File: src/rtl/cfg_autoload_pkg.sv
package cfg_autoload_pkg;

  typedef enum logic [2:0] {
    AL_IDLE,
    AL_COPY,
    AL_VERIFY,
    AL_SUMBYTE,
    AL_END
  } al_state_e;

  // running 8-bit checksum, wraps modulo 256
  function automatic logic [7:0] sum8(input logic [7:0] acc, input logic [7:0] b);
    return acc + b;
  endfunction

  // byte compare used by the verify pass
  function automatic logic bytes_differ(input logic [7:0] a, input logic [7:0] b);
    return (a ^ b) != 8'h00;
  endfunction

endpackage

File: src/rtl/autoload_seq.sv
module autoload_seq
  import cfg_autoload_pkg::*;
#(
  parameter int IMG_LEN = 64,
  parameter int AW      = 16
) (
  input  logic          clk,
  input  logic          rst_n,
  input  logic          start,
  input  logic          ee_ack,
  input  logic          mismatch_ev,
  output logic          start_acc,
  output logic          copy_ack,
  output logic          verify_ack,
  output logic          sumbyte_ack,
  output logic [AW-1:0] idx,
  output logic          ee_req,
  output logic          busy,
  output logic          done
);

  localparam logic [AW-1:0] LAST_IDX = AW'(IMG_LEN - 1);
  localparam logic [AW-1:0] SUM_IDX  = AW'(IMG_LEN);

  al_state_e state;
  logic      at_last;

  assign at_last     = (idx == LAST_IDX);
  assign start_acc   = (state == AL_IDLE) && start;
  assign copy_ack    = (state == AL_COPY) && ee_ack;
  assign verify_ack  = (state == AL_VERIFY) && ee_ack;
  assign sumbyte_ack = (state == AL_SUMBYTE) && ee_ack;
  assign ee_req      = (state == AL_COPY) || (state == AL_VERIFY) || (state == AL_SUMBYTE);
  assign busy        = (state != AL_IDLE);
  assign done        = (state == AL_END);

  always_ff @(posedge clk) begin
    if (!rst_n) begin
      state <= AL_IDLE;
      idx   <= '0;
    end else begin
      unique case (state)
        AL_IDLE: begin
          if (start) begin
            state <= AL_COPY;
            idx   <= '0;
          end
        end
        AL_COPY: begin
          if (ee_ack) begin
            if (at_last) begin
              state <= AL_VERIFY;
              idx   <= '0;
            end else begin
              idx <= idx + 1'b1;
            end
          end
        end
        AL_VERIFY: begin
          if (ee_ack) begin
            if (mismatch_ev) begin
              state <= AL_END;
            end else if (at_last) begin
              state <= AL_SUMBYTE;
              idx   <= SUM_IDX;
            end else begin
              idx <= idx + 1'b1;
            end
          end
        end
        AL_SUMBYTE: begin
          if (ee_ack) state <= AL_END;
        end
        AL_END: state <= AL_IDLE;
        default: state <= AL_IDLE;
      endcase
    end
  end


  req_hold_chk: assert property (@(posedge clk) disable iff (!rst_n)
    (ee_req && !ee_ack) |=> (ee_req && $stable(idx)));


  done_pulse_chk: assert property (@(posedge clk) disable iff (!rst_n)
    done |=> (!done && !busy));


  addr_range_chk: assert property (@(posedge clk) disable iff (!rst_n)
    ee_req |-> (idx <= SUM_IDX));

endmodule

File: src/rtl/autoload_sum.sv
module autoload_sum
  import cfg_autoload_pkg::*;
(
  input  logic       clk,
  input  logic       rst_n,
  input  logic       start_acc,
  input  logic       copy_ack,
  input  logic       sumbyte_ack,
  input  logic [7:0] ee_data,
  output logic       chk_fail_ev
);

  logic [7:0] acc;
  logic [7:0] final_sum;

  assign final_sum   = sum8(acc, ee_data);
  assign chk_fail_ev = sumbyte_ack && (final_sum != 8'h00);

  always_ff @(posedge clk) begin
    if (!rst_n) begin
      acc <= 8'h00;
    end else if (start_acc) begin
      acc <= 8'h00;
    end else if (copy_ack) begin
      acc <= sum8(acc, ee_data);
    end
  end


  sum_only_at_end_chk: assert property (@(posedge clk) disable iff (!rst_n)
    chk_fail_ev |-> !copy_ack);

endmodule

File: src/rtl/autoload_errcap.sv
module autoload_errcap #(
  parameter int AW = 16
) (
  input  logic          clk,
  input  logic          rst_n,
  input  logic          start_acc,
  input  logic          cmp_fail_ev,
  input  logic          chk_fail_ev,
  input  logic [AW-1:0] fail_idx,
  output logic          pend_cmp,
  output logic          pend_chk,
  output logic [7:0]    fail_lo,
  output logic [7:0]    fail_hi
);

  logic [15:0] idx16;
  assign idx16 = 16'(fail_idx);

  always_ff @(posedge clk) begin
    if (!rst_n) begin
      pend_cmp <= 1'b0;
      pend_chk <= 1'b0;
      fail_lo  <= 8'h00;
      fail_hi  <= 8'h00;
    end else if (start_acc) begin
      pend_cmp <= 1'b0;
      pend_chk <= 1'b0;
      fail_lo  <= 8'h00;
      fail_hi  <= 8'h00;
    end else begin
      if (cmp_fail_ev) begin
        pend_cmp <= 1'b1;
        fail_lo  <= idx16[7:0];
        fail_hi  <= idx16[15:8];
      end
      if (chk_fail_ev) pend_chk <= 1'b1;
    end
  end


  cmp_set_chk: assert property (@(posedge clk) disable iff (!rst_n)
    cmp_fail_ev |=> (pend_cmp && !pend_chk));


  fail_cap_chk: assert property (@(posedge clk) disable iff (!rst_n)
    cmp_fail_ev |=> ({fail_hi, fail_lo} == $past(idx16)));


  chk_set_chk: assert property (@(posedge clk) disable iff (!rst_n)
    chk_fail_ev |=> pend_chk);


  single_err_chk: assert property (@(posedge clk) disable iff (!rst_n)
    !(pend_cmp && pend_chk));


  clear_on_start_chk: assert property (@(posedge clk) disable iff (!rst_n)
    start_acc |=> (!pend_cmp && !pend_chk && fail_lo == 8'h00 && fail_hi == 8'h00));

endmodule

File: src/rtl/cfg_autoload.sv
module cfg_autoload
  import cfg_autoload_pkg::*;
#(
  parameter int IMG_LEN = 64,
  parameter int AW      = 16
) (
  input  logic          clk,
  input  logic          rst_n,
  input  logic          start,
  output logic          ee_req,
  output logic [AW-1:0] ee_addr,
  input  logic          ee_ack,
  input  logic [7:0]    ee_data,
  output logic          mem_we,
  output logic [AW-1:0] mem_waddr,
  output logic [7:0]    mem_wdata,
  output logic [AW-1:0] mem_raddr,
  input  logic [7:0]    mem_rdata,
  output logic          busy,
  output logic          done,
  output logic          pend_cmp_err,
  output logic          pend_chk_err,
  output logic [7:0]    fail_addr_lo,
  output logic [7:0]    fail_addr_hi,
  output logic          irq,
  output logic          safe_req
);

  // internal events, named for the assertions
  logic          start_acc;
  logic          copy_ack;
  logic          verify_ack;
  logic          sumbyte_ack;
  logic          cmp_fail_ev;
  logic          chk_fail_ev;
  logic [AW-1:0] idx;

  assign cmp_fail_ev = verify_ack && bytes_differ(ee_data, mem_rdata);

  autoload_seq #(.IMG_LEN(IMG_LEN), .AW(AW)) u_seq (
    .clk         (clk),
    .rst_n       (rst_n),
    .start       (start),
    .ee_ack      (ee_ack),
    .mismatch_ev (cmp_fail_ev),
    .start_acc   (start_acc),
    .copy_ack    (copy_ack),
    .verify_ack  (verify_ack),
    .sumbyte_ack (sumbyte_ack),
    .idx         (idx),
    .ee_req      (ee_req),
    .busy        (busy),
    .done        (done)
  );

  autoload_sum u_sum (
    .clk         (clk),
    .rst_n       (rst_n),
    .start_acc   (start_acc),
    .copy_ack    (copy_ack),
    .sumbyte_ack (sumbyte_ack),
    .ee_data     (ee_data),
    .chk_fail_ev (chk_fail_ev)
  );

  autoload_errcap #(.AW(AW)) u_err (
    .clk         (clk),
    .rst_n       (rst_n),
    .start_acc   (start_acc),
    .cmp_fail_ev (cmp_fail_ev),
    .chk_fail_ev (chk_fail_ev),
    .fail_idx    (idx),
    .pend_cmp    (pend_cmp_err),
    .pend_chk    (pend_chk_err),
    .fail_lo     (fail_addr_lo),
    .fail_hi     (fail_addr_hi)
  );

  assign ee_addr   = idx;
  assign mem_raddr = idx;
  assign mem_we    = copy_ack;
  assign mem_waddr = idx;
  assign mem_wdata = ee_data;
  assign irq       = pend_cmp_err | pend_chk_err;
  assign safe_req  = pend_cmp_err | pend_chk_err;


  wr_range_chk: assert property (@(posedge clk) disable iff (!rst_n)
    mem_we |-> (mem_waddr < AW'(IMG_LEN)));


  irq_follow_chk: assert property (@(posedge clk) disable iff (!rst_n)
    (cmp_fail_ev || chk_fail_ev) |=> (irq && safe_req));


  verify_after_copy_chk: assert property (@(posedge clk) disable iff (!rst_n)
    verify_ack |-> !mem_we);

endmodule

File: config.mk
export PLATFORM = sky130hd
export DESIGN_NAME = cfg_autoload
export DESIGN_NICKNAME = d
export VERILOG_FILES = /design/src/rtl/cfg_autoload_pkg.sv /design/src/rtl/autoload_seq.sv /design/src/rtl/autoload_sum.sv /design/src/rtl/autoload_errcap.sv /design/src/rtl/cfg_autoload.sv
export SDC_FILE = /design/constraint.sdc
export NUM_CORES = 1
export LEC_CHECK = 0
export ABC_AREA = 1
export ABC_CLOCK_PERIOD_IN_PS = 2250
export BUFFER_PORTS_ARGS = -buffer_cell sky130_fd_sc_hd__buf_2
export CAP_MARGIN = 20
export CORE_AREA = 2 2 105 107
export CTS_BUF_LIST = sky130_fd_sc_hd__clkbuf_4 sky130_fd_sc_hd__clkbuf_8
export CTS_CLUSTER_DIAMETER = 150
export CTS_CLUSTER_SIZE = 30
export DETAILED_ROUTE_END_ITERATION = 8
export DIE_AREA = 0 0 107 109
export SLEW_MARGIN = 30
export SYNTH_ARGS = -nofsm -noshare
export SYNTH_HDL_FRONTEND = slang
export SYNTH_HIERARCHICAL = 1
export SYNTH_SLANG_ARGS = --single-unit
export TNS_END_PERCENT = 30
File: constraint.sdc
create_clock -name clk -period 2.25 [get_ports clk]
set_clock_uncertainty 0.2 [all_clocks]
set_input_delay 0.1125 -clock clk [delete_from_list [all_inputs] [get_ports clk]]
set_output_delay 0.1125 -clock clk [all_outputs]
set_load 0.05 [all_outputs]
* Yosys cells after proc, flatten, opt, wreduce, memory -nomap -nowiden
Index checks and enable logic that the tools add are counted.
** Storage, ports and cells
- Register bits :: 45
- Input port bits :: 20
- Output and inout port bits :: 80
- Word-level logic and storage cells :: 55
** Cells by class
- $add $sub $neg :: 2
- Eq/ne operators :: 12
- Multiplexer cells :: 15
- Bitwise logic cells :: 3
- Reduce and logical (&&, ||, !) cells :: 16
** Operator list (number)
- 16-bit 2-to-1 mux :: 6
- 16-bit case mux with 3 select lines :: 1
- 3-bit 2-to-1 mux :: 7
- 16-bit by 1-bit adder with 16-bit output (second input constant) :: 1
- 16-bit by 6-bit == test with 1-bit output (second input constant) :: 1
- 8-bit nonzero test :: 2
- 3-bit case mux with 4 select lines :: 1
- 2-bit inequality test (second input constant) :: 5
- 8-bit adder :: 1
- 8-bit bitwise XOR :: 1
- 3-bit by 2-bit == test with 1-bit output (second input constant) :: 2
- 1-bit logical AND :: 6
- 6-bit AND reduction :: 1
- 3-bit nonzero test :: 2
- 5-bit AND reduction :: 1
- 3-bit by 1-bit == test with 1-bit output (second input constant) :: 1
- 3-bit == test (second input constant) :: 1
- 3-bit logical NOT :: 1
- 3-bit by 2-bit inequality test with 1-bit output (second input constant) :: 1
- 1-bit logical OR :: 2
- 2-bit by 1-bit inequality test with 1-bit output (second input constant) :: 1
- 2-bit OR reduction :: 1
- 1-bit NOT :: 1
- 1-bit bitwise OR :: 1

* Longest topological paths before layout
- Depth in word-level cells :: 6
- Gate-level depth with buffers :: 17
- Mapped depth without buffers :: 16

* Hierarchy
The synthesis kept the hierarchy.
** By module, submodules not included
- autoload_seq :: times used 1, cells each 200, area each 1257.5 um^2, sequential area each 380.4 um^2
- autoload_sum :: times used 1, cells each 119, area each 713.2 um^2, sequential area each 160.2 um^2
- autoload_errcap :: times used 1, cells each 77, area each 709.4 um^2, sequential area each 360.3 um^2
- cfg_autoload :: times used 1, cells each 88, area each 486.7 um^2, sequential area each 0.0 um^2

* Worst setup path after synthesis
Ideal clock, no wire load.
- Kind :: register to register
- Start :: reg u_seq.state[1]
- End :: reg u_sum.acc[2]
- Setup time :: 0.115 ns
- Data arrival time :: 1.965 ns
- Required time :: 1.935 ns
- Slack :: -0.030 ns
- Stages on the path, launching flop included :: 8
- Buffers on the path :: 1
- Period minus slack after synthesis :: 2.280 ns
- Path through :: dfxtp_1 nor2_4 nand2_1 nor2_1 buf_2 inv_1 o21ai_0 inv_1
** Between the ends
- Elaborated cells on any way between the ends :: 5
- Classes of those cells :: 1 x eq/ne; 4 x reduce/logical
** RTL lines
- start: declaration :: line autoload_seq.sv:25 : al_state_e state;
- start signal: assignment :: line autoload_seq.sv:39 : state <= AL_IDLE;
- start signal: assignment :: line autoload_seq.sv:45 : state <= AL_COPY;
- start signal: assignment :: line autoload_seq.sv:52 : state <= AL_VERIFY;
- 3-bit by 1-bit == test with 1-bit output :: line autoload_seq.sv:30 : assign copy_ack = (state == AL_COPY) && ee_ack;
- 1-bit logical AND :: line autoload_seq.sv:30
- via mem_we :: line cfg_autoload.sv:14 : output logic mem_we,
- end signal: assignment :: line autoload_sum.sv:25 : acc <= sum8(acc, ee_data);
- end: declaration :: line autoload_sum.sv:13 : logic [7:0] acc;
The timed path passes the listed nets, and every way through them passes these cells.
A chain may end at the register's enable or synchronous reset.

* Worst setup path in the final report
- Start :: reg u_sum.acc[0]
- End :: reg u_err.pend_chk
** Between the ends
- Cells in the longest elaborated chain, start to end :: 3
** Ends and longest elaborated chain
- 8-bit adder :: line cfg_autoload_pkg.sv:13 : return acc + b;
- via u_sum.final_sum[1] :: line autoload_sum.sv:14 : logic [7:0] final_sum;
- 8-bit nonzero test :: line autoload_sum.sv:17 : assign chk_fail_ev = sumbyte_ack && (final_sum != 8'h00);
- 1-bit logical AND :: line autoload_sum.sv:17
- via chk_fail_ev :: line cfg_autoload.sv:35 : logic chk_fail_ev;
- end signal: assignment :: line autoload_errcap.sv:22 : pend_chk <= 1'b0;
- end signal: assignment :: line autoload_errcap.sv:27 : pend_chk <= 1'b0;
- end signal: assignment :: line autoload_errcap.sv:36 : if (chk_fail_ev) pend_chk <= 1'b1;
- end: declaration :: line autoload_errcap.sv:11 : output logic pend_chk,
The timed path passes the listed nets, and every way through them passes these cells.

==> impl_metrics.ini <==
[floorplanning]
dieArea_um2 = 11700
die_w_um = 107
io_pins = 100
num_rows = 38
fp.dieH_um = 109
fp.coreArea_um2 = 10600
start_util_pct = 29.9

[yosys]
yosysWarnings = 6
async_flop_share_pct = 0
synth_seq_cells = 45
syn-num-nets = 513
seq_area_frac_synth_pct = 28.4
ys_types = 37
synth.avg_cell_area_um2 = 6.54
netlist_instances = 484
synth_area_um2 = 3170
synth_edf_count = 0
synth_flop_cell = dfxtp_1

[cts]
root_buffer = clkbuf_8
clockBufferDepth = 2
cts_max_level = 2
path_clk_slew_ns = 0.08
clk_latency_ns = 0.30
cts_tree = yes
cts_buffers = 5
cts.sinks = 45

[grt]
grt-ovfl-total = 0
antenna_found_initial = 0
track_usage_pct = 13.1
grt_pass1_vias = 2643
grt_pass1_wl_um = 12300
grt_max_degree = 23

[detailed_routing]
dr.pass1.iters = 4
num_vias = 2991
first_iter_violations = 112
viasPerCell = 4.30
wl_per_cell_um = 10.9
wl_um = 7570
drc = 0
ant_nets = 0

[layout]
area_delta_synth_final_pct = 16.4
nNetsFinal = 584
layout_commonest_cell = nand2_1
antennaDiodeCount = 0
utilization_pct = 34.8
layout-drive-gt1-share_pct = 32.4
layout_common_cells = nand2_1 (130), buf_2 (99), inv_1 (60), nor2_1 (58), dfxtp_1 (44)
final_cells = 696

[critical_path]
worstPathArrival_ns = 2.08
worstPathRequired_ns = 2.23
crit_type = reg -> reg
path_max_fanout = 2
critPathCaptureType = flop
cp-start-kind = flop

[timing]
relSlewSlack_pct = 68.7
slew_viol_final = 0
max_freq_ghz = 0.475
rsz0062_at_grt = yes
worst_pin_slew_ns = 0.468
hold_viol = 0
setup_violations = 0
min_period_ns = 2.11
fin_crit_sh_pct = 93.6

[job]
drv_cap = 0

[placement]
gp_congestion = 0.845
hpwl_um = 6040
post-place-cells = 686
io_buffers = 99

[worst_hold_path]
hp-class = in -> reg

[pwr]
vdd_drop_max_mv = 0.507
leakage_nw = 1.86
powerDensity_nw_per_um2 = 799

[run_status]
status = finished clean
routing by layer:
metal	wire length [um]	GRT usage, %
met5	0	0
met3	319	1.91
met1	3550	17.2
met2	3640	22.2
met4	70	3.90
critical path, stage by stage, from the launching register on:
cell and delay, ns:
dfxtp_2 0.34, ha_4 0.16, fa_2 0.46, or2_1 0.22, nor2_1 0.09, nand3_1 0.09
nor2_2 0.12, nand2_2 0.05, nor2_2 0.07, nor2_1 0.04, nor2_1 0.09, nor2_1 0.05
Yosys cell counts, types with 6 or more instances:
library cell | number | area [um^2]
xor2_1 | 6 | 52.6
a21oi_2 | 11 | 96.3
inv_1 | 60 | 225
nor2_2 | 9 | 56.3
nor2_1 | 60 | 225
nand2_1 | 131 | 492
ha_1 | 8 | 100
nand2_2 | 22 | 138
nand3_1 | 26 | 130
a21oi_1 | 21 | 105
dfxtp_1 | 45 | 901
buf_4 | 42 | 315
flip-flops by register name (all words and copies together), names as in the netlist:
register / flops
u_err/fail_hi: 8
u_err/fail_lo: 8
u_err/pend_chk: 1
u_err/pend_cmp: 1
u_seq/idx: 16
u_seq/state: 3
u_sum/acc: 8
path summary, 6_finish.rpt:
path                    startpoint          endpoint  slack [ns]  cells past startpoint
setup / recovery      u_sum/acc[0]    u_err/pend_chk        0.14                     11
hold / removal          ee_data[0]      u_sum/acc[0]        0.09                      4
setup reg to reg      u_sum/acc[0]    u_err/pend_chk        0.14                     11
hold reg to reg   u_err/fail_hi[0]  u_err/fail_hi[0]        0.26                      2
power breakdown:
part	switching (mW)	internal [mW]	leakage, nW
logic	1.09	0.453	1.46
registers	0.0338	0.853	0.364
clock network	0.295	0.226	0.0452
total	1.41	1.53	1.86
logic make-up (layout without fill, tap and decap cells):
kind of cell,count (synthesis),count (layout),synth area share [%]
and+or+nand+nor,267,267,37.5
AOI/OAI and AO/OA,41,41,7.94
xor gates and xnor gates,7,7,1.94
buffers and inverters,115,187,20.4
adders and majority gates,9,9,3.79
DFF,45,45,28.4
per-stage QoR:
step	cell area, um^2	worst slack [ns]	hold slack [ns]	power, mW	setup TNS [ns]
floorplan	3170	0.0642	0.0354	2.15	0
global placement	3550	0.159	0.248	2.40	0
detailed placement	3550	0.0838	0.249	2.43	0
CTS	3650	0.115	0.0813	2.96	0
global route	3690	-0.0204	0.104	3.19	-0.0372
finish	3690	0.144	0.0878	2.95	0
layout make-up:
| type | count | area [um^2] |
|---|---|---|
| Sequential cell | 45 | 902 |
| Fill cell | 1156 | 6920 |
| Inverter | 67 | 260 |
| Clock inverter | 3 | 25.0 |
| Clock buffer | 5 | 68.8 |
| Tap cell | 140 | 175 |
| Multi-Input combinational cell | 324 | 1650 |
| Timing Repair Buffer | 112 | 608 |
timing repair:
action,4_1_cts,5_1_grt
setup buffers,0,1
hold buffers,1,0
hold endpoints to repair,6,0
endpoints found under the setup margin,0,9
resized for setup,0,7
Power figures use the tool's default switching activity.
